<file path="src/rtl/ipt_pkg.sv">
`timescale 1ns/1ps
package ipt_pkg;
    localparam int NCPU    = 4;
    localparam int CPUID_W = $clog2(NCPU);
    localparam int ADDR_W  = 4;

    typedef logic [NCPU-1:0] cpu_mask_t;

    // register word addresses
    localparam logic [ADDR_W-1:0] A_CTRL     = ADDR_W'(0);
    localparam logic [ADDR_W-1:0] A_IPI_STAT = ADDR_W'(1);
    localparam logic [ADDR_W-1:0] A_TMR_STAT = ADDR_W'(2);
    localparam logic [ADDR_W-1:0] A_IPI_POST = ADDR_W'(3);

    // field positions of the combined control register
    localparam int CTRL_TCLR_LSB = 4;
    localparam int CTRL_ICLR_LSB = CTRL_TCLR_LSB + NCPU;
    localparam int CTRL_POST_LSB = CTRL_ICLR_LSB + NCPU;
    localparam int CTRL_ACK_BIT  = 28;

    typedef struct packed {
        cpu_mask_t ipi_post;
        cpu_mask_t ipi_clr;
        cpu_mask_t tmr_clr;
        logic      bad;
    } wr_cmd_t;
endpackage

</file>
<file path="src/rtl/ipt_wr_decode.sv">
`timescale 1ns/1ps
module ipt_wr_decode
    import ipt_pkg::*;
#(
    parameter int DATA_W = 64
) (
    input  logic              wr_en,
    input  logic [ADDR_W-1:0] addr,
    input  logic [DATA_W-1:0] wdata,
    output wr_cmd_t           cmd
);
    localparam int FIELD_HI = CTRL_POST_LSB + NCPU;

    cpu_mask_t f_post, f_iclr, f_tclr, f_mask;
    logic      f_ack;
    logic      unused_wdata;

    assign f_post = wdata[CTRL_POST_LSB +: NCPU];
    assign f_iclr = wdata[CTRL_ICLR_LSB +: NCPU];
    assign f_tclr = wdata[CTRL_TCLR_LSB +: NCPU];
    assign f_mask = wdata[NCPU-1:0];
    assign f_ack  = wdata[CTRL_ACK_BIT];
    assign unused_wdata = ^{wdata[DATA_W-1:CTRL_ACK_BIT+1],
                            wdata[CTRL_ACK_BIT-1:FIELD_HI]};

    always_comb begin
        cmd = '0;
        if (wr_en) begin
            unique case (addr)
                A_CTRL: begin
                    cmd.ipi_post = f_post;
                    cmd.ipi_clr  = f_iclr;
                    cmd.tmr_clr  = f_tclr;
                    cmd.bad      = (f_post == '0) && (f_iclr == '0) &&
                                   (f_tclr == '0) && !f_ack;
                end
                A_IPI_STAT: begin
                    cmd.ipi_clr = f_mask;
                    cmd.bad     = (f_mask == '0);
                end
                A_TMR_STAT: begin
                    cmd.tmr_clr = f_mask;
                    cmd.bad     = (f_mask == '0);
                end
                A_IPI_POST: begin
                    cmd.ipi_post = f_mask;
                    cmd.bad      = (f_mask == '0);
                end
                default: cmd.bad = 1'b1;
            endcase
            if (cmd.bad) begin
                cmd.ipi_post = '0;
                cmd.ipi_clr  = '0;
                cmd.tmr_clr  = '0;
            end
        end
    end
endmodule

</file>
<file path="src/rtl/ipt_ipi_bank.sv">
`timescale 1ns/1ps
module ipt_ipi_bank
    import ipt_pkg::*;
(
    input  logic      clk,
    input  logic      rst_n,
    input  cpu_mask_t post,
    input  cpu_mask_t clr,
    output cpu_mask_t pend,
    output logic      warn
);
    typedef struct packed {
        cpu_mask_t pend;
    } ipi_st_t;

    ipi_st_t   st_d, st_q;
    cpu_mask_t after_post;

    always_comb begin
        after_post = st_q.pend | post;
        st_d.pend  = after_post & ~clr;
        // redundant post, or clear of a bit still idle after the post
        warn = |(post & st_q.pend) | |(clr & ~after_post);
    end

    always_ff @(posedge clk or negedge rst_n) begin
        if (!rst_n) st_q <= '0;
        else        st_q <= st_d;
    end

    assign pend = st_q.pend;
endmodule

</file>
<file path="src/rtl/ipt_tmr_bank.sv">
`timescale 1ns/1ps
module ipt_tmr_bank
    import ipt_pkg::*;
(
    input  logic      clk,
    input  logic      rst_n,
    input  logic      tick,
    input  cpu_mask_t clr,
    output cpu_mask_t pend
);
    typedef struct packed {
        cpu_mask_t pend;
    } tmr_st_t;

    tmr_st_t st_d, st_q;

    always_comb begin
        st_d.pend = st_q.pend & ~clr;
        for (int c = 0; c < NCPU; c++) begin
            if (tick) st_d.pend[c] = 1'b1;
        end
    end

    always_ff @(posedge clk or negedge rst_n) begin
        if (!rst_n) st_q <= '0;
        else        st_q <= st_d;
    end

    assign pend = st_q.pend;
endmodule

</file>
<file path="src/rtl/ipt_rd_mux.sv">
`timescale 1ns/1ps
module ipt_rd_mux
    import ipt_pkg::*;
#(
    parameter int DATA_W = 64
) (
    input  logic [ADDR_W-1:0]  addr,
    input  logic [CPUID_W-1:0] req_cpu,
    input  cpu_mask_t          ipi_pend,
    input  cpu_mask_t          tmr_pend,
    output logic [DATA_W-1:0]  data
);
    always_comb begin
        unique case (addr)
            A_CTRL:     data = DATA_W'(req_cpu);
            A_IPI_STAT: data = DATA_W'(ipi_pend);
            A_TMR_STAT: data = DATA_W'(tmr_pend);
            default:    data = '0;
        endcase
    end
endmodule

</file>
<file path="src/rtl/ipi_timer_ctrl.sv">
`timescale 1ns/1ps
module ipi_timer_ctrl
    import ipt_pkg::*;
#(
    parameter int DATA_W = 64
) (
    input  logic               clk,
    input  logic               rst_n,
    input  logic               wr_en,
    input  logic               rd_en,
    input  logic [ADDR_W-1:0]  addr,
    input  logic [DATA_W-1:0]  wdata,
    input  logic [CPUID_W-1:0] req_cpu,
    input  logic               tick,
    output logic [DATA_W-1:0]  rdata,
    output logic [NCPU-1:0]    ipi_irq,
    output logic [NCPU-1:0]    tmr_irq,
    output logic               warn_pulse,
    output logic               err_pulse
);
    typedef struct packed {
        logic [DATA_W-1:0] rdata;
        logic              warn;
        logic              err;
    } top_st_t;

    wr_cmd_t           cmd;
    cpu_mask_t         ipi_pend, tmr_pend;
    logic              ipi_warn;
    logic [DATA_W-1:0] rd_word;
    top_st_t           st_d, st_q;

    ipt_wr_decode #(.DATA_W(DATA_W)) u_dec (
        .wr_en (wr_en),
        .addr  (addr),
        .wdata (wdata),
        .cmd   (cmd)
    );

    ipt_ipi_bank u_ipi (
        .clk   (clk),
        .rst_n (rst_n),
        .post  (cmd.ipi_post),
        .clr   (cmd.ipi_clr),
        .pend  (ipi_pend),
        .warn  (ipi_warn)
    );

    ipt_tmr_bank u_tmr (
        .clk   (clk),
        .rst_n (rst_n),
        .tick  (tick),
        .clr   (cmd.tmr_clr),
        .pend  (tmr_pend)
    );

    ipt_rd_mux #(.DATA_W(DATA_W)) u_rd (
        .addr     (addr),
        .req_cpu  (req_cpu),
        .ipi_pend (ipi_pend),
        .tmr_pend (tmr_pend),
        .data     (rd_word)
    );

    always_comb begin
        st_d       = st_q;
        st_d.warn  = ipi_warn;
        st_d.err   = cmd.bad;
        if (rd_en) st_d.rdata = rd_word;
    end

    always_ff @(posedge clk or negedge rst_n) begin
        if (!rst_n) st_q <= '0;
        else        st_q <= st_d;
    end

    assign rdata      = st_q.rdata;
    assign warn_pulse = st_q.warn;
    assign err_pulse  = st_q.err;
    assign ipi_irq    = ipi_pend;
    assign tmr_irq    = tmr_pend;
endmodule

</file>
<file path="config.mk">
export PLATFORM = sky130hd
export DESIGN_NAME = ipi_timer_ctrl
export DESIGN_NICKNAME = d
export VERILOG_FILES = /design/src/rtl/ipt_pkg.sv /design/src/rtl/ipt_wr_decode.sv /design/src/rtl/ipt_ipi_bank.sv /design/src/rtl/ipt_tmr_bank.sv /design/src/rtl/ipt_rd_mux.sv /design/src/rtl/ipi_timer_ctrl.sv
export SDC_FILE = /design/constraint.sdc
export NUM_CORES = 1
export LEC_CHECK = 0
export ABC_CLOCK_PERIOD_IN_PS = 1000
export BUFFER_PORTS_ARGS = -buffer_cell sky130_fd_sc_hd__buf_4
export CORE_MARGIN = 5
export CORE_UTILIZATION = 35
export CTS_CLUSTER_SIZE = 24
export DETAILED_ROUTE_END_ITERATION = 10
export HOLD_SLACK_MARGIN = 0.06
export PLACE_DENSITY = 0.86
export SETUP_SLACK_MARGIN = 0.1
export SYNTH_ARGS = -nofsm -noshare
export SYNTH_HDL_FRONTEND = slang
export SYNTH_SLANG_ARGS = --single-unit
export TNS_END_PERCENT = 50
</file>
<file path="constraint.sdc">
create_clock -name clk -period 1 [get_ports clk]
set_input_delay 0.2 -clock clk [delete_from_list [all_inputs] [get_ports clk]]
set_output_delay 0.2 -clock clk [all_outputs]
set_load 0.05 [all_outputs]
</file>
### Word level (Yosys, flattened, before mapping)

Index checks and enable logic that the tools add are counted.

| storage, ports and cells | value |
|---|---|
| register bits after elaboration | 74 |
| output and inout port bits | 74 |
| word-level logic and storage cells | 41 |

| cells by class | value |
|---|---|
| equal/unequal tests | 3 |
| mux-type cells | 12 |
| bitwise operators | 9 |
| reductions and logical operators | 12 |

Operator list:

| kind | number |
|---|---|
| 4-bit one-hot mux with 2 select lines | 3 |
| 4-bit zero test | 5 |
| 4-bit bitwise AND | 4 |
| 13-bit 2-to-1 mux | 1 |
| 12-bit 2-to-1 mux | 1 |
| 4-bit NOT | 3 |
| 4-bit one-hot mux with 3 select lines | 1 |
| 4-bit by 2-bit == test with 1-bit output (second input constant) | 2 |
| 4-bit OR reduction | 2 |
| 1-bit 2-to-1 mux | 5 |
| 4-bit by 1-bit == test with 1-bit output (second input constant) | 1 |
| 4-bit OR | 1 |
| 1-bit logical AND | 3 |
| 3-bit OR reduction | 1 |
| 1-bit one-hot mux with 2 select lines | 1 |
| 1-bit zero test | 1 |
| 1-bit OR | 1 |

### Longest topological paths before layout

Gate-level depths: netlist (run 1).

| depth | value |
|---|---|
| word-level depth | 13 |
| depth in mapped cells | 6 |
| mapped depth without buffers | 5 |

### Cells and area by module

Synthesis (run 1) repeated with hierarchy kept, for this count alone.

| unflattened totals | value |
|---|---|
| cells, all modules | 279 |
| area total of the unflattened synthesis | 3903.7 um^2 |

Modules (own cells, without submodules):

| module | instances | cells an instance | area each (um^2) |
|---|---|---|---|
| ipi_timer_ctrl | 1 | 137 | 2728.9 |
| ipt_rd_mux | 1 | 75 | 564.3 |
| ipt_wr_decode | 1 | 38 | 291.5 |
| ipt_ipi_bank | 1 | 17 | 173.9 |
| ipt_tmr_bank | 1 | 12 | 145.1 |

### Least setup slack after synthesis (run 1)

Ideal clock, no wire load.

| timing | value |
|---|---|
| path kind | reg2reg |
| start point | register u_ipi.st_q (netlist bit u_ipi.pend[2]) |
| end point | register st_q (netlist bit warn_pulse) |
| library setup time | 128 ps |
| arrival time | 1063 ps |
| required time | 872 ps |
| slack | -191 ps |
| cell stages (with the launch flop) | 5 |
| path buffers | 0 |
| period minus slack after synthesis | 1191 ps |
| cells stage by stage | dfrtp_1 inv_1 o211ai_1 nand4_1 o2bb2ai_1 |

| between the ends | value |
|---|---|
| longest elaborated chain between the ends | 5 |
| elaborated cells between the ends (all ways) | 7 |

RTL lines:

| item | line | RTL |
|---|---|---|
| from (decl) | ipt_ipi_bank.sv:16 | `ipi_st_t st_d, st_q;` |
| from (signal assigned) | ipt_ipi_bank.sv:28 | `else st_q <= st_d;` |
| 4-bit OR | ipt_ipi_bank.sv:20 | `after_post = st_q.pend \| post;` |
| 4-bit NOT | ipt_ipi_bank.sv:23 | `warn = \|(post & st_q.pend) \| \|(clr & ~after_post);` |
| 4-bit bitwise AND | ipt_ipi_bank.sv:23 |  |
| 4-bit OR reduction | ipt_ipi_bank.sv:23 |  |
| 1-bit OR * | ipt_ipi_bank.sv:23 |  |
| via ipi_warn | ipi_timer_ctrl.sv:29 | `logic ipi_warn;` |
| to (signal assigned) | ipi_timer_ctrl.sv:74 | `else st_q <= st_d;` |
| to (decl) | ipi_timer_ctrl.sv:31 | `top_st_t st_d, st_q;` |

The timed path passes the listed nets; every way through them passes the cells marked *.
A chain may end at the register's enable or synchronous reset.

### Final worst setup path (run 1)

| timing | value |
|---|---|
| start point | input addr[1] |
| end point | register st_q (netlist bit warn_pulse) |

| between the ends | value |
|---|---|
| longest elaborated chain between the ends | 11 |
| elaborated cells between the ends (all ways) | 18 |

RTL lines:

| item | line | RTL |
|---|---|---|
| from (decl) | ipi_timer_ctrl.sv:11 | `input logic [ADDR_W-1:0] addr,` |
| 4-bit by 2-bit == test with 1-bit output / 4-bit by 1-bit == test with 1-bit output (equally long branches) | ipt_wr_decode.sv:29 | `unique case (addr)` |
| 3-bit OR reduction (no source line) | -- |  |
| 1-bit one-hot mux with 2 select lines | ipt_wr_decode.sv:29 |  |
| 1-bit 2-to-1 mux | ipt_wr_decode.sv:28 | `if (wr_en) begin` |
| 12-bit 2-to-1 mux * | ipt_wr_decode.sv:51 | `if (cmd.bad) begin` |
| 13-bit 2-to-1 mux * | ipt_wr_decode.sv:28 |  |
| 4-bit OR | ipt_ipi_bank.sv:20 |  |
| 4-bit NOT | ipt_ipi_bank.sv:23 |  |
| 4-bit bitwise AND | ipt_ipi_bank.sv:23 |  |
| 4-bit OR reduction | ipt_ipi_bank.sv:23 |  |
| 1-bit OR * | ipt_ipi_bank.sv:23 |  |
| via ipi_warn | ipi_timer_ctrl.sv:29 |  |

The timed path passes the listed nets; every way through them passes the cells marked *. The select of a mux whose other input is x is not followed.

==> impl_metrics.sql, run 1 <==
INSERT INTO impl_metrics (metric_group, metric, value, unit) VALUES
('finish', 'post_route_cells_drive_above_1_share', '41.7', '%'),
('clock_tree', 'library_cell_used_as_clock_root_buffer', 'sky130_fd_sc_hd__clkbuf_8', ''),
('yosys', 'post_synthesis_adder_cell_area_fraction', '0', '%'),
('die', 'std_cell_rows', '22', ''),
('die', 'die_y', '72.1', 'um'),
('sta', 'period_share', '106', '%'),
('yosys', 'area_fraction_of_the_dominant_cell_type_after_synthesis', '33.3', '%'),
('clock_tree', 'tritoncts', 'yes', ''),
('yosys', 'area_share_of_and_or_nand_nor_cells_after_synthesis', '16.9', '%'),
('route', 'via_count', '1229', ''),
('setup_path', 'crit_path_start_kind', 'input pin', ''),
('finish', 'num_antenna_cells', '0', ''),
('setup_path', 'critical_path.n_buffers_inverters', '1', ''),
('sta', 'finalWorstSetupSlack', '-0.0618', 'ns'),
('yosys', 'synthDistinctLibCells', '27', ''),
('setup_path', 'cp.required', '1.17', 'ns'),
('yosys', 'area_fraction_in_compound_gates_after_synthesis', '13.4', '%'),
('setup_path', 'crit_slowest_cell', 'sky130_fd_sc_hd__or3_4', ''),
('setup_path', 'critical_path.reg2reg.endpoint', 'rdata[1]', ''),
('yosys', 'yosys_most_used_dff', 'sky130_fd_sc_hd__dfrtp_1', ''),
('yosys', 'synth_common_cells', '60 x sky130_fd_sc_hd__buf_4, 18 x sky130_fd_sc_hd__nor2_1, 14 x sky130_fd_sc_hd__dfrtp_1, 11 x sky130_fd_sc_hd__a21oi_1, 9 x sky130_fd_sc_hd__inv_1', ''),
('clock_tree', 'insertion_delay', '0.25', 'ns'),
('setup_path', 'rr_worst_depth', '4', ''),
('route', 'wl_per_cell', '13.5', 'um'),
('setup_path', 'critical_path.max_fanout', '8', ''),
('setup_path', 'critPathMaxStageDelay', '0.45', 'ns'),
('global_route', 'grt_use_met3', '1.66', '%'),
('placement', 'detailed_place_hpwl', '2970', 'um'),
('finish', 'final_area', '1920', 'um^2'),
('setup_path', 'critical_path_class', 'in -> reg', ''),
('sta', 'finalSetupViolCount', '10', ''),
('placement', 'pre_cts_slack', '-0.327', 'ns'),
('sta', 'maximum_clock_rate', '942', 'MHz'),
('hold_path', 'worstHoldPathCells', '2', ''),
('global_route', 'grt_pass1_vias', '1180', ''),
('yosys', 'mean_post_synth_cell_area', '8.14', 'um^2'),
('setup_path', 'crit_cells', '6', ''),
('yosys', 'ys_seq_elements', '14', ''),
('yosys', 'main_combinational_cell_family_by_area_after_synthesis', 'buffers and inverters', ''),
('finish', 'synthToLayoutAreaGrowth', '42.1', '%'),
('pwr', 'report.power.total', '2.64', 'mW'),
('route', 'postRouteAntennaNets', '0', ''),
('hold_path', 'hp-class', 'in -> reg', ''),
('sta', 'timing_max_transition_violations_final', '0', ''),
('yosys', 'mappedNetlistArea', '1350', 'um^2'),
('sta', 'finalWorstPathRequiredPeriod', '1.06', 'ns'),
('placement', 'detailed_place.area', '1610', 'um^2'),
('setup_path', 'worstSetupStartpoint', 'addr[1]', ''),
('sta', 'grt_setup_unrepaired', 'true', ''),
('global_route', 'globalRoute.busiestLayer', 'met2', ''),
('die', 'initial_core_util', '36.6', '%'),
('sta', 'whs', '0.172', 'ns'),
('yosys', 'synthDominantAreaCellType', 'sky130_fd_sc_hd__buf_4', ''),
('route', 'remaining_routing_drc_violations', '0', ''),
('setup_path', 'reg2reg_slack', '0.04', 'ns'),
('global_route', 'wire_length_of_the_first_global_routing_pass', '5310', 'um'),
('clock_tree', 'clock_pin_slew_of_the_registers_on_the_worst_case_setup_and_hold_paths', '0.06', 'ns'),
('finish', 'net_total_in_the_final_layout', '306', ''),
('die', 'dieArea', '5200', 'um^2'),
('die', 'io-pin-count', '149', ''),
('global_route', 'gr-total-overflow', '0', ''),
('global_route', 'grtUsageMet2', '23.0', '%'),
('status', 'run_status', 'finished with violations', ''),
('global_route', 'gr-usage-met1', '15.1', '%'),
('setup_path', 'worst_setup_path_end_kind', 'flop', ''),
('flow_run', 'max_cap_viols', '0', ''),
('setup_path', 'worst-endpoint-arrival', '1.24', 'ns'),
('setup_path', 'worstSetupEndpoint', 'warn_pulse', ''),
('status', 'failed_checks', 'setup timing', ''),
('placement', 'portBuffers', '41', ''),
('yosys', 'yosysMostFrequentCell', 'sky130_fd_sc_hd__buf_4', '');
final cells by class:
type | instances | area (um^2) | area share [%]
timing repair buffer | 63 | 571 | 29.7
tap | 48 | 60.1 | 3.13
multi-input combinational | 140 | 853 | 44.4
clock buffer | 4 | 45.0 | 2.35
sequential | 14 | 358 | 18.6
inverter | 9 | 33.8 | 1.76
worst reg2reg max path: stages (launching register included):
cell and delay (ns):
sky130_fd_sc_hd__dfrtp_2 0.42, sky130_fd_sc_hd__mux2i_1 0.16, sky130_fd_sc_hd__nor2_1 0.07, sky130_fd_sc_hd__a21oi_2 0.11, sky130_fd_sc_hd__o22ai_1 0.09
logic make-up (layout without fill, tap and decap cells):
| kind of cell | after synthesis | in the layout |
|---|---|---|
| muxes | 8 | 8 |
| buffers and inverters | 71 | 76 |
| DFF | 14 | 14 |
| other | 1 | 60 |
| AOI/OAI and AO/OA | 30 | 30 |
| and+or+nand+nor | 42 | 42 |
through the flow:
step / std cells / setup TNS, ns
2_1_floorplan: 225 / -0.0529
3_3_place_gp: 265 / -2.32
3_5_place_dp: 265 / -2.77
4_1_cts: 277 / -0.229
5_1_grt: 278 / -0.589
6_report: 278 / -0.319
layer usage:
metal,vias up,part of all wire (%),wire (um)
li1,570,-,-
met1,573,37,1390
met5,-,0,0
met3,10,8.6,324
met2,76,52,1960
met4,0,2.5,95
placed cells by master (no fill, tap or decap), drive strengths merged, types with 2 or more instances in the layout:
cell and n:
a21oi 11, o211ai 4, o21ai 4, and2 3
conb 60, mux2i 8, o22ai 6, a22oi 4
nor2 19, inv 9, nor4 5, dfrtp 14
buf 62, nand2b 4, and3 2, clkbuf 4
nand4 2, nand2 2
power breakdown:
part	total, mW	internal [mW]	switching [mW]
combinational	1.46	0.425	1.03
clock	0.475	0.282	0.193
sequential	0.707	0.638	0.0690
how the worst min path moves through the flow:
| stage | start | to |
|---|---|---|
| 3_5_place_dp | rst_n | rdata[3] |
| 4_1_cts | tick | u_tmr.pend[0] |
| 2_1_floorplan | rst_n | err_pulse |
| 3_3_place_gp | rst_n | rdata[2] |
| 6_report | tick | u_tmr.pend[0] |
| 5_1_grt | tick | u_tmr.pend[0] |
flip-flops by register name, indices dropped and copies added (netlist names):
signal,count
u_tmr.pend,4
u_ipi.pend,4
err_pulse,1
rdata,4
warn_pulse,1
timing repair:
item / in CTS / in global routing
setup buffers: 7 / 1
pin swaps: 13 / 14
endpoints found under the hold margin: 14 / 0
gates resized for setup: 30 / 15
endpoints found under the setup margin: 23 / 28
hold buffers: 1 / 0
Note: power is estimated with default switching activity, not from simulation.
==> inputs of run 2 (changes only) <==
--- a/config.mk
+++ b/config.mk
@@ -5,7 +5,7 @@
 export SDC_FILE = /design/constraint.sdc
 export NUM_CORES = 1
 export LEC_CHECK = 0
-export ABC_CLOCK_PERIOD_IN_PS = 1000
+export ABC_CLOCK_PERIOD_IN_PS = 1100
 export BUFFER_PORTS_ARGS = -buffer_cell sky130_fd_sc_hd__buf_4
 export CORE_MARGIN = 5
 export CORE_UTILIZATION = 35
==> constraint.sdc (replaced) <==
create_clock -name clk -period 1.1 [get_ports clk]
set_input_delay 0.22 -clock clk [delete_from_list [all_inputs] [get_ports clk]]
set_output_delay 0.22 -clock clk [all_outputs]
set_load 0.05 [all_outputs]
==> impl_metrics.sql, run 2 (synthesized netlist as in run 1, its figures left out) <==
INSERT INTO impl_metrics (metric_group, metric, value, unit) VALUES
('setup_path', 'rr_worst_depth', '4', ''),
('route', 'postRouteAntennaNets', '0', ''),
('finish', 'post-route-util', '51.6', '%'),
('die', 'initial_core_util', '36.6', '%'),
('die', 'die_width', '72.1', 'um'),
('pwr', 'gate_power_share', '53.1', '%'),
('pwr', 'leakagePower', '0.938', 'nW'),
('die', 'die_y', '72.1', 'um'),
('finish', 'finish.cell_count_without_fillers', '281', ''),
('placement', 'detailed_place_hpwl', '2900', 'um'),
('clock_tree', 'library_cell_used_as_clock_root_buffer', 'sky130_fd_sc_hd__clkbuf_8', ''),
('route', 'via_count', '1198', ''),
('sta', 'finalSetupViolCount', '0', ''),
('pwr', 'power_density', '1270', 'nW/um^2'),
('sta', 'grt_setup_unrepaired', 'true', ''),
('finish', 'layout_commonest_cell', 'sky130_fd_sc_hd__conb_1', ''),
('finish', 'num_antenna_cells', '0', ''),
('finish', 'final_area', '1900', 'um^2'),
('placement', 'gpl.final_weighted_congestion', '0.855', ''),
('global_route', 'total_routing_resource_utilization_after_global_routing', '11.9', '%'),
('clock_tree', 'tritoncts', 'yes', ''),
('placement', 'place.detailed.instances', '269', ''),
('setup_path', 'cp.required', '0.88', 'ns'),
('placement', 'detailed_place.area', '1630', 'um^2'),
('sta', 'finalWorstSetupSlack', '0.0421', 'ns'),
('clock_tree', 'clk_path_buf_depth', '2', ''),
('sta', 'period_share', '96.2', '%'),
('setup_path', 'worst-endpoint-arrival', '0.84', 'ns'),
('placement', 'pre_cts_slack', '-0.263', 'ns'),
('placement', 'portBuffers', '41', ''),
('clock_tree', 'clock-sinks', '14', ''),
('route', 'detail_route.iter0.violations', '18', ''),
('setup_path', 'critical_path.n_buffers_inverters', '1', ''),
('setup_path', 'critical-path-top-delay-family', 'flip-flops', ''),
('pwr', 'flop_pwr_share', '26.4', '%'),
('flow_run', 'max_cap_viols', '0', ''),
('sta', 'fin_worst_skew', '0.00395', 'ns'),
('route', 'vias_per_cell', '4.26', ''),
('status', 'run_status', 'complete, no violations', ''),
('route', 'drtPass1Iterations', '4', ''),
('pwr', 'ir_drop', '0.434', 'mV'),
('global_route', 'maximum_number_of_pins_on_one_net_before_global_route_repair', '15', ''),
('sta', 'finalWorstPathRequiredPeriod', '1.06', 'ns'),
('die', 'core-area', '3690', 'um^2'),
('setup_path', 'critPathMaxStageDelay', '0.43', 'ns'),
('sta', 'maximum_clock_rate', '945', 'MHz'),
('route', 'remaining_routing_drc_violations', '0', ''),
('die', 'dieArea', '5200', 'um^2'),
('finish', 'leading_cell_types_in_the_layout_fill_and_taps_excluded', '60 x sky130_fd_sc_hd__conb_1, 49 x sky130_fd_sc_hd__buf_4, 15 x sky130_fd_sc_hd__buf_6', ''),
('clock_tree', 'cts_made_buffers', '3', ''),
('pwr', 'power.share.clock', '20.5', '%'),
('die', 'std_cell_rows', '22', ''),
('clock_tree', 'clock_pin_slew_of_the_registers_on_the_worst_case_setup_and_hold_paths', '0.06', 'ns'),
('route', 'route.final.wire_length', '3470', 'um'),
('die', 'io-pin-count', '149', ''),
('setup_path', 'crit_cells', '1', ''),
('global_route', 'grt_pass1_vias', '1143', ''),
('pwr', 'net-switching-power', '1.15', 'mW'),
('pwr', 'cell_internal_power', '1.26', 'mW'),
('global_route', 'gr-total-overflow', '0', ''),
('setup_path', 'crit_path_start_kind', 'flop', ''),
('setup_path', 'critical_path.max_fanout', '4', ''),
('finish', 'post_route_cells_drive_above_1_share', '41.2', '%'),
('setup_path', 'worst_setup_path_end_kind', 'primary output', ''),
('global_route', 'wire_length_of_the_first_global_routing_pass', '5000', 'um'),
('finish', 'net_total_in_the_final_layout', '309', ''),
('finish', 'synthToLayoutAreaGrowth', '40.7', '%'),
('sta', 'hold_vio_cnt_final', '0', ''),
('finish', 'fill_cells', '344', ''),
('clock_tree', 'cts_htree_levels', '1', ''),
('setup_path', 'crit_slowest_cell', 'sky130_fd_sc_hd__dfrtp_2', ''),
('hold_path', 'worstHoldPathCells', '2', ''),
('route', 'wl_per_cell', '12.3', 'um'),
('global_route', 'number_of_antenna_violations_at_the_first_check_in_global_routing', '0', ''),
('setup_path', 'critical_path_class', 'reg -> out', ''),
('setup_path', 'cp_cell_sequence', 'buf_6', ''),
('hold_path', 'hp-class', 'in -> reg', ''),
('clock_tree', 'insertion_delay', '0.24', 'ns'),
('sta', 'final.setup.tns', '0', 'ns'),
('sta', 'timing_max_transition_violations_final', '0', ''),
('pwr', 'power_switching_share', '47.7', '%');
-- run 2: changes by cell type in the layout (fill, tap and decap cells not counted), sizes merged --
cell | previous run | this run
buf | 62 | 65
-- run 2: worst paths after layout --
| kind | startpoint | end | slack (ns) |
|---|---|---|---|
| max | u_ipi.pend[3] | ipi_irq[3] | 0.04 |
| min | tick | u_tmr.pend[1] | 0.18 |
| max reg2reg | u_tmr.pend[1] | rdata[1] | 0.11 |
| min reg2reg | rdata[0] | rdata[0] | 0.53 |
| max in group asynchronous | rst_n | u_ipi.pend[1] | 0.55 |
| min in group asynchronous | rst_n | err_pulse | 0.36 |
-- run 2: routing by layer --
layer / wire (um) / global-route usage (%)
met1: 1260 / 13.7
met2: 1790 / 21.1
met3: 307 / 2.49
met4: 104 / 4.80
met5: 0 / 0
-- run 2: power by group through the flow --
stage | clock, mW | sequential [mW] | combinational, mW
4_1_cts | 0.502 | 0.634 | 1.25
3_3_place_gp | 0 | 0.645 | 1.11
5_1_grt | 0.511 | 0.643 | 1.34
2_1_floorplan | 0 | 0.833 | 0.802
6_report | 0.494 | 0.635 | 1.28
3_5_place_dp | 0 | 0.648 | 1.12
-- run 2: repair_timing --
action,in CTS,in global routing
hold endpoints to repair,14,0
gates resized for setup,23,11
gates cloned,0,0
hold buffers,1,0
pin swaps,7,10
buffers inserted,4,3
setup endpoints to repair,19,25
-- run 2: metrics by stage --
step	power, mW	hold WS (ns)
after floorplan	1.63	-0.0756
after global placement	1.75	0.0728
after detailed placement	1.77	0.0776
after CTS	2.38	0.183
after global routing	2.49	0.194
final	2.41	0.183
-- run 2: worst reg2reg max path, delay by kind of cell, from the launching register on --
family	cells	cell delay, ns
compound gates	2	0.23
flops	1	0.42
mux	1	0.15
simple gates	1	0.08
-- run 2: cell type report --
class,count,area (um^2),share of cell area (%)
Clock buffer,4,55.1,2.89
Tap cell,48,60.1,3.16
Inverter,9,33.8,1.78
Timing Repair Buffer,66,562,29.5
Sequential cell,14,358,18.8
Multi-Input combinational cell,140,833,43.8
==> inputs of run 3 (changes only) <==
--- a/config.mk
+++ b/config.mk
@@ -7,7 +7,7 @@
 export LEC_CHECK = 0
 export ABC_CLOCK_PERIOD_IN_PS = 1100
 export BUFFER_PORTS_ARGS = -buffer_cell sky130_fd_sc_hd__buf_4
-export CORE_MARGIN = 5
+export CORE_MARGIN = 3
 export CORE_UTILIZATION = 35
 export CTS_CLUSTER_SIZE = 24
 export DETAILED_ROUTE_END_ITERATION = 10
==> impl_metrics.sql, run 3 (synthesized netlist as in run 1, its figures left out) <==
INSERT INTO impl_metrics (metric_group, metric, value, unit) VALUES
('clock_tree', 'cts_htree_levels', '1', ''),
('hold_path', 'worstHoldStart', 'tick', ''),
('finish', 'num_antenna_cells', '0', ''),
('global_route', 'grt_pass1_vias', '1114', ''),
('sta', 'timing_max_transition_violations_final', '0', ''),
('route', 'wl_per_cell', '12.1', 'um'),
('die', 'initial_core_util', '38.4', '%'),
('setup_path', 'worst-endpoint-arrival', '1.25', 'ns'),
('route', 'drtPass1Iterations', '4', ''),
('route', 'postRouteAntennaNets', '0', ''),
('hold_path', 'whs_endpoint', 'u_tmr.pend[0]', ''),
('clock_tree', 'clock_pin_slew_of_the_registers_on_the_worst_case_setup_and_hold_paths', '0.05', 'ns'),
('sta', 'fin_worst_skew', '0.00273', 'ns'),
('hold_path', 'worstHoldPathCells', '2', ''),
('die', 'std_cell_rows', '21', ''),
('pwr', 'power.share.clock', '17.6', '%'),
('sta', 'maximum_clock_rate', '893', 'MHz'),
('sta', 'finalSetupViolCount', '1', ''),
('global_route', 'number_of_antenna_violations_at_the_first_check_in_global_routing', '0', ''),
('clock_tree', 'cts_made_buffers', '3', ''),
('setup_path', 'critPathMaxStageDelay', '0.41', 'ns'),
('pwr', 'report.power.total', '2.38', 'mW'),
('setup_path', 'critical_path.reg2reg.endpoint', 'warn_pulse', ''),
('placement', 'place.detailed.instances', '270', ''),
('finish', 'final_area', '1940', 'um^2'),
('route', 'vias_per_cell', '4.27', ''),
('setup_path', 'r2r_start', 'u_ipi.pend[0]', ''),
('sta', 'final.setup.tns', '-0.0195', 'ns'),
('die', 'core-area', '3520', 'um^2'),
('global_route', 'maximum_number_of_pins_on_one_net_before_global_route_repair', '15', ''),
('status', 'run_status', 'finished with violations', ''),
('setup_path', 'cp.required', '1.23', 'ns'),
('pwr', 'cell_internal_power', '1.23', 'mW'),
('setup_path', 'cp_cell_sequence', 'buf_4 > nor4_1 > nor4_2 > a21oi_2 > nor2b_4 > o2bb2ai_2', ''),
('hold_path', 'hp-class', 'in -> reg', ''),
('pwr', 'gate_power_share', '55.7', '%'),
('die', 'io-pin-count', '149', ''),
('die', 'dieArea', '4640', 'um^2'),
('finish', 'leading_cell_types_in_the_layout_fill_and_taps_excluded', '60 x sky130_fd_sc_hd__conb_1, 53 x sky130_fd_sc_hd__buf_4, 14 x sky130_fd_sc_hd__nor2_1, 14 x sky130_fd_sc_hd__buf_6, 9 x sky130_fd_sc_hd__inv_1', ''),
('die', 'die_width', '68.1', 'um'),
('setup_path', 'crit_path_start_kind', 'input pin', ''),
('flow_run', 'max_cap_viols', '0', ''),
('status', 'failed_checks', 'setup timing', ''),
('clock_tree', 'clock-sinks', '14', ''),
('route', 'via_count', '1209', ''),
('sta', 'hold_vio_cnt_final', '0', ''),
('clock_tree', 'tritoncts', 'yes', ''),
('placement', 'detailed_place_hpwl', '2680', 'um'),
('setup_path', 'critical_path.n_buffers_inverters', '1', ''),
('route', 'detail_route.iter0.violations', '20', ''),
('setup_path', 'crit_slowest_cell', 'sky130_fd_sc_hd__nor4_1', ''),
('finish', 'layout_commonest_cell', 'sky130_fd_sc_hd__conb_1', ''),
('route', 'remaining_routing_drc_violations', '0', ''),
('pwr', 'leakagePower', '0.954', 'nW'),
('sta', 'finalWorstSetupSlack', '-0.0195', 'ns'),
('placement', 'portBuffers', '41', ''),
('finish', 'synthToLayoutAreaGrowth', '43.4', '%'),
('clock_tree', 'library_cell_used_as_clock_root_buffer', 'sky130_fd_sc_hd__clkbuf_8', ''),
('sta', 'grt_setup_unrepaired', 'true', ''),
('setup_path', 'critical_path_class', 'in -> reg', ''),
('die', 'die_y', '68.1', 'um'),
('global_route', 'gr-total-overflow', '0', ''),
('setup_path', 'reg2reg_slack', '0.08', 'ns'),
('pwr', 'flop_pwr_share', '26.7', '%'),
('route', 'route.final.wire_length', '3410', 'um'),
('setup_path', 'worst_setup_path_end_kind', 'flop', ''),
('global_route', 'wire_length_of_the_first_global_routing_pass', '4890', 'um'),
('setup_path', 'critical-path-top-delay-family', 'simple AND/OR/NAND/NOR gates', ''),
('placement', 'gpl.final_weighted_congestion', '0.876', ''),
('setup_path', 'rr_worst_depth', '5', ''),
('pwr', 'ir_drop', '0.468', 'mV'),
('clock_tree', 'insertion_delay', '0.24', 'ns'),
('placement', 'detailed_place.area', '1660', 'um^2'),
('sta', 'finalWorstPathRequiredPeriod', '1.12', 'ns'),
('pwr', 'power_switching_share', '48.3', '%'),
('clock_tree', 'clk_path_buf_depth', '2', ''),
('pwr', 'net-switching-power', '1.15', 'mW'),
('setup_path', 'critical_path.max_fanout', '5', ''),
('sta', 'period_share', '102', '%'),
('finish', 'net_total_in_the_final_layout', '313', ''),
('pwr', 'power_density', '1230', 'nW/um^2'),
('finish', 'post_route_cells_drive_above_1_share', '41.4', '%'),
('finish', 'finish.cell_count_without_fillers', '283', ''),
('global_route', 'total_routing_resource_utilization_after_global_routing', '14.3', '%');
## run 3: cell types whose count changed in the layout (fill, tap and decap cells not counted), sizes merged
cell / previous run / this run
buf: 65 / 69
## run 3: per-layer routing
metal / GRT usage (%) / vias up / wire [um]
met4: 8.19 / 0 / 72
met2: 24.5 / 72 / 1750
li1: - / 582 / -
met5: 0 / - / 0
met3: 2.30 / 6 / 326
met1: 16.6 / 549 / 1270
## run 3: worst max path at each step
stage	endpoint	start	depth (start not counted)	slack, ns
final	warn_pulse	wdata[2]	6	-0.02
after global routing	warn_pulse	wdata[2]	6	-0.05
after CTS	ipi_irq[2]	u_ipi.pend[2]	1	0.05
after detailed placement	warn_pulse	addr[1]	6	-0.24
after global placement	warn_pulse	addr[1]	6	-0.20
after floorplan	warn_pulse	addr[1]	6	0.01
## run 3: layout make-up
| class | count | area [um^2] |
|---|---|---|
| well taps | 46 | 57.6 |
| fillers | 347 | 1580 |
| clock buffers | 4 | 45.0 |
| repair buffers | 70 | 601 |
| inverters | 9 | 33.8 |
| flip-flops and latches | 14 | 358 |
| multi-input cells | 140 | 843 |
## run 3: power by group through the flow
| stage | Sequential (mW) | Clock, mW | Combinational [mW] |
|---|---|---|---|
| floorplan | 0.833 | 0 | 0.802 |
| global placement | 0.644 | 0 | 1.12 |
| detailed placement | 0.652 | 0 | 1.13 |
| CTS | 0.633 | 0.434 | 1.30 |
| global route | 0.643 | 0.453 | 1.38 |
| finish | 0.635 | 0.418 | 1.32 |
## run 3: stage by stage
step / hold slack [ns] / utilization (%) / worst slack [ns]
global route: 0.202 / 55.0 / -0.0504
detailed placement: 0.0749 / 47.3 / -0.240
global placement: 0.0729 / 47.3 / -0.199
CTS: 0.191 / 54.5 / 0.0474
finish: 0.194 / 55.0 / -0.0195
floorplan: -0.0756 / - / 0.0100
## run 3: repair_timing
action	in CTS	in global routing
setup buffers	8	0
hold buffers	1	0
gates resized for setup	30	4
endpoints found under the hold margin	14	0
pin swaps	10	2
setup endpoints to repair	19	22
## run 3: worst reg2reg max path: stages, from the launching register on
cell,delay (ns)
sky130_fd_sc_hd__dfrtp_2,0.42
sky130_fd_sc_hd__buf_4,0.15
sky130_fd_sc_hd__inv_1,0.07
sky130_fd_sc_hd__o22ai_1,0.08
sky130_fd_sc_hd__nor2_1,0.13
sky130_fd_sc_hd__o2bb2ai_2,0.07
